===== config.mk =====
export PLATFORM = sky130hd
export DESIGN_NAME = flash_prog_ctrl
export DESIGN_NICKNAME = d
export VERILOG_FILES = /design/src/rtl/flash_prog_ctrl.sv
export SDC_FILE = /design/constraint.sdc
export NUM_CORES = 2
export LEC_CHECK = 0
export ABC_AREA = 1
export BUFFER_PORTS_ARGS = -buffer_cell sky130_fd_sc_hd__buf_2
export CORE_MARGIN = 4
export CORE_UTILIZATION = 40
export CTS_BUF_LIST = sky130_fd_sc_hd__clkbuf_2
export CTS_CLUSTER_DIAMETER = 50
export DETAILED_ROUTE_END_ITERATION = 8
export RECOVER_POWER = 100
export SETUP_SLACK_MARGIN = 0.15
export SYNTH_ARGS = -nofsm -noshare
export SYNTH_HDL_FRONTEND = slang
export SYNTH_SLANG_ARGS = --single-unit

===== constraint.sdc =====
create_clock -name clk -period 2.2 [get_ports clk]
set_input_delay 0.22 -clock clk [delete_from_list [all_inputs] [get_ports clk]]
set_output_delay 0.22 -clock clk [all_outputs]
set_load 0.1 [all_outputs]

===== src/rtl/flash_prog_ctrl.sv =====
module flash_prog_ctrl #(
  parameter int ADDR_W = 8,
  parameter int WR_CYC = 24,
  parameter int ER_CYC = 60
) (
  input  logic              clk,
  input  logic              rst_n,
  input  logic [ADDR_W-1:0] addr,
  input  logic [7:0]        din,
  input  logic [2:0]        mode,
  input  logic              prog_n,
  input  logic              hv_variant,
  output logic [7:0]        dout,
  output logic              ready,
  output logic [2:0]        lock
);
  localparam int DEPTH = 1 << ADDR_W;
  localparam int MAXC  = (WR_CYC > ER_CYC) ? WR_CYC : ER_CYC;
  localparam int CW    = $clog2(MAXC + 1);
  localparam logic [2:0] M_WR = 3'd1, M_RD = 3'd2, M_LK = 3'd3, M_ER = 3'd4, M_SG = 3'd5;

  logic [7:0]        mem [DEPTH];
  logic              busy, prog_q;
  logic [CW-1:0]     cnt;
  logic [2:0]        op_q, lock_q;
  logic [ADDR_W-1:0] waddr;
  logic [7:0]        wval;

  wire prog_op = (mode == M_WR) || (mode == M_LK) || (mode == M_ER);
  wire start   = prog_q && !prog_n && prog_op && !busy;

  always_ff @(posedge clk or negedge rst_n) begin
    if (!rst_n) begin
      busy   <= 1'b0;
      prog_q <= 1'b1;
      cnt    <= '0;
      op_q   <= 3'd0;
      waddr  <= '0;
      wval   <= 8'hFF;
      lock_q <= 3'b000;
      for (int i = 0; i < DEPTH; i++) mem[i] <= 8'hFF;
    end else begin
      prog_q <= prog_n;
      if (busy) begin
        if (cnt == '0) begin
          busy <= 1'b0;
          case (op_q)
            M_WR: mem[waddr] <= wval;
            M_LK: lock_q <= lock_q | wval[2:0];
            M_ER: begin
              for (int i = 0; i < DEPTH; i++) mem[i] <= 8'hFF;
              lock_q <= 3'b000;
            end
            default: ;
          endcase
        end else begin
          cnt <= cnt - 1'b1;
        end
      end else if (start) begin
        busy  <= 1'b1;
        op_q  <= mode;
        waddr <= addr;
        wval  <= (mode == M_WR) ? (mem[addr] & din) : din;
        cnt   <= (mode == M_ER) ? CW'(ER_CYC - 1) : CW'(WR_CYC - 1);
      end
    end
  end

  always_comb begin
    dout = 8'h00;
    case (mode)
      M_RD: if (!(lock_q[0] || lock_q[1])) begin
        if (busy && op_q == M_WR && addr == waddr) dout = {~wval[7], wval[6:0]};
        else dout = mem[addr];
      end
      M_SG: begin
        if (addr == ADDR_W'(48))      dout = 8'h1E;
        else if (addr == ADDR_W'(49)) dout = 8'h52;
        else if (addr == ADDR_W'(50)) dout = hv_variant ? 8'hFF : 8'h05;
      end
      default: dout = 8'h00;
    endcase
  end

  assign ready = ~busy;
  assign lock  = lock_q;

  AST_READY_DROPS: assert property (@(posedge clk) disable iff (!rst_n)
    ($fell(prog_n) && ready && prog_op) |=> !ready);
  AST_BUSY_FROZEN: assert property (@(posedge clk) disable iff (!rst_n)
    (busy && cnt != '0) |=> (busy && $stable(op_q) && $stable(waddr) && $stable(wval)));
  AST_LOCK_STICKY: assert property (@(posedge clk) disable iff (!rst_n)
    (($past(lock) & ~lock) != 3'b000) |-> ($past(busy) && $past(op_q) == M_ER));
  AST_READ_BLOCKED: assert property (@(posedge clk) disable iff (!rst_n)
    (mode == M_RD && (lock[0] || lock[1])) |-> (dout == 8'h00));
  AST_ERASE_UNLOCKS: assert property (@(posedge clk) disable iff (!rst_n)
    ($past(busy) && $past(op_q) == M_ER && !busy) |-> (lock == 3'b000));
endmodule


==> flow_metrics.py <==
metrics = {
    "run_status": {
        "outcome": "finished, violations left",
        "violations": "negative hold slack, negative setup slack",
    },
    "sta": {
        "rsz0062_at_grt": "true",
        "finalHoldViolCount": 8,
        "worst_pin_slew_ns": 1.386,
        "clock_skew_ns": 0.2209,
        "fin_crit_sh": 1.955,
        "relSlewSlack": 0.07579,
        "fmax_mhz": 232.5,
        "fin_ws_ns": -2.101,
        "finalSetupViolCount": 3330,
        "holdWs_ns": -0.4738,
        "finalMaxSlewViolations": 0,
        "period_minus_slack_ns": 4.301,
    },
    "layout": {
        "drive_above_1_share": 0.3420,
        "stdcell_count": 17870,
        "mostFrequentLayoutCells": "nand2_1, dfstp_2, nor2_1, a21oi_1, o21ai_0",
        "n_fill_cell": 24500,
        "areaGrowthSynthToFinish_pct": 24.10,
        "nets": 14130,
        "layout_commonest_cell": "nand2_1",
    },
    "synth": {
        "synth_area_leaders": "dfstp_2, nand2_1, o21ai_0",
        "ys_seq_area_frac": 0.5310,
        "synth_area_mm2": 0.1028,
        "synth_flop_cell": "dfstp_2",
        "yosysTopAreaCell": "dfstp_2",
        "async_flop_share": 1.000,
        "synth_top_cell_area_share": 0.5259,
        "synthDistinctLibCells": 37,
        "syn_inst": 13210,
        "yosysWarningCount": 0,
        "syn_nets": 13240,
        "avgSynthCellArea_um2": 7.779,
        "synth_seq_cells": 2078,
        "synth-edff-count": 0,
    },
    "clock_network": {
        "cts_tree": "built",
        "numCtsBuffers": 582,
        "cts_max_level": 6,
        "worstSkewPairLatency_ns": 1.98,
        "clk_pin_slew_ns": 0.14,
        "clockRootBuffer": "clkbuf_2",
        "clock-sinks": 2078,
        "cts.path.max_buffers": 4,
    },
    "global_routing": {
        "top_usage_layer": "met2",
        "use_met2": 0.4321,
        "grt_first_pass_wirelength_um": 573200,
        "antenna_found_initial": 14,
        "grt.overflow.total": 0,
        "met1_usage": 0.3794,
        "grt.total_usage": 0.2790,
        "grt_max_degree": 138,
        "grt_pass1_vias": 92660,
        "grtUsageMet3": 0.05141,
    },
    "worst_setup_path": {
        "worstPathRequired_ns": 1.98,
        "critPathMaxFanout": 2,
        "worst-path-buf-inv": 2,
        "path_cells": "o21ai_0 > o211ai_1 > nand3_2 > nand2_1 > buf_12 > nand3_1 > nand2_1 > nand3_1 > nand3_2 > nand2_2 > nand2_8 > buf_12",
        "critPathCaptureType": "output pin",
        "crit_arrival_ns": 4.08,
        "crit_family": "simple AND/OR/NAND/NOR gates",
        "cpPeakStageDelay_ns": 0.53,
        "start_kind": "register",
        "worst_path_max_delay_cell": "dfstp_2",
        "path_class": "register to output pin",
    },
    "flow_run": {
        "max-cap-violations": 0,
    },
    "routing": {
        "drt_iter0_markers": 8613,
        "drtPass1Iterations": 6,
        "ant_nets": 0,
        "num_vias": 95330,
        "post-route-drc-count": 0,
        "via_per_inst": 5.335,
        "routed_wl_um": 380800,
        "avgRoutedWirePerCell_um": 21.31,
    },
    "placed_design": {
        "pre_cts_ws_ns": -0.9968,
        "port_buffers": 34,
        "hpwl_um": 243600,
        "gp_congestion": 0.9289,
        "placed_cells": 16630,
    },
    "floorplanning": {
        "std_cell_rows": 185,
        "die_area_mm2": 0.2651,
        "die_w_um": 514.9,
        "pin_count": 35,
        "initial_core_util": 0.4033,
        "chipHeight_um": 514.9,
        "core-area_mm2": 0.2549,
    },
    "power": {
        "p_leak_nw": 53.08,
        "totalPowerFinal_mw": 110.2,
        "vdd_drop_max_mv": 1.342,
        "power_density_mw_per_mm2": 864.2,
    },
    "hold_path": {
        "holdCritPathClass": "input pin to register",
    },
}
[layout make-up]
class	count	area, um2	share of cell area
diodes	18	45.04	0.0003532
clock buffers	824	4124	0.03233
clock inverters	141	915.9	0.007181
inverters	757	2893	0.02268
multi-input cells	9537	45800	0.3591
flip-flops and latches	2078	54580	0.4279
well taps	3366	4212	0.03302
repair buffers	1149	14980	0.1174
[kinds of logic after synthesis]
| group | after synthesis | synth area share |
|---|---|---|
| XOR/XNOR | 3 | 0.0002557 |
| AO/OA/AOI/OAI | 2696 | 0.1327 |
| flip-flops | 2078 | 0.5310 |
| AND/OR/NAND/NOR | 6836 | 0.2681 |
| buffers and inverters | 1597 | 0.06770 |
| adder cells (fa/ha/maj) | 1 | 0.0001217 |
[report_power, final]
group | internal (mW) | switching (mW) | leakage (nW)
clock network | 11.5 | 17.2 | 3.89
logic | 10.3 | 28.4 | 27.7
registers | 41.6 | 1.20 | 21.4
[sequential cells by signal, indices dropped and copies added, names as in the netlist]
name,flops
mem,2048
waddr,8
wval,8
cnt,6
lock,3
op_q,3
busy,1
prog_q,1
[worst reg2reg max path, delay by kind of cell, from the launching register on]
kind            cells  cell delay [ns]
flops               1             0.54
simple gates       10             0.84
compound gates      1             0.22
buf+inv            23             2.62
[synth_stat cells (3+ instances only)]
cell      instances
dfstp_2        2057
a21oi_1        1241
clkbuf_1        403
o22ai_1           4
inv_1           748
nand4_1          48
nor3_1            7
nor2_4           91
o21ai_1         114
dfrtp_1          21
o211ai_1         52
buf_8             3
a31oi_1           9
o21ai_0        1275
inv_2             5
nor2_1         1438
nor2_2           11
buf_2           234
nand3_1         668
clkinv_1          3
buf_4           127
buf_1            52
nor2_8           11
buf_6            21
nand2_1        4554
[worst paths after layout]
check	start	to	slack, ns	cells after the start
max reg2reg	mem[137]	wval[1]	-2.03	34
min reg2reg	mem[1236]	mem[1236]	0.47	2
min in group asynchronous	rst_n	mem[1329]	1.65	6
max	mem[811]	dout[3]	-2.10	12
max in group asynchronous	rst_n	mem[693]	-0.32	7
min	addr[4]	wval[5]	-0.47	14
[layer usage]
metal / share of wire / wire (um)
met3: 0.076 / 28900
met2: 0.45 / 170900
met5: 0.000032 / 12
met4: 0.050 / 19100
met1: 0.43 / 161900
[stage by stage]
stage	util	TNS, ns	hold slack, ns	cell area, um2
floorplan	-	-0.8986	-0.07559	102900
global placement	0.4504	-466.42	0.3429	114800
detailed placement	0.4504	-524.28	0.3404	114800
CTS	0.4863	-473.74	-0.7501	123900
global route	0.5004	-1220.90	-0.5731	127500
finish	0.5005	-1045.77	-0.4738	127500
[repair_timing]
action | CTS | global route
gates cloned | 10 | 11
buffers inserted | 95 | 77
hold buffers | 67 | 1
setup endpoints to repair | 2068 | 2088
pin swaps | 60 | 111
gates resized for setup | 726 | 920
hold endpoints to repair | 2105 | 10
Note: power is estimated with default switching activity, not from simulation.
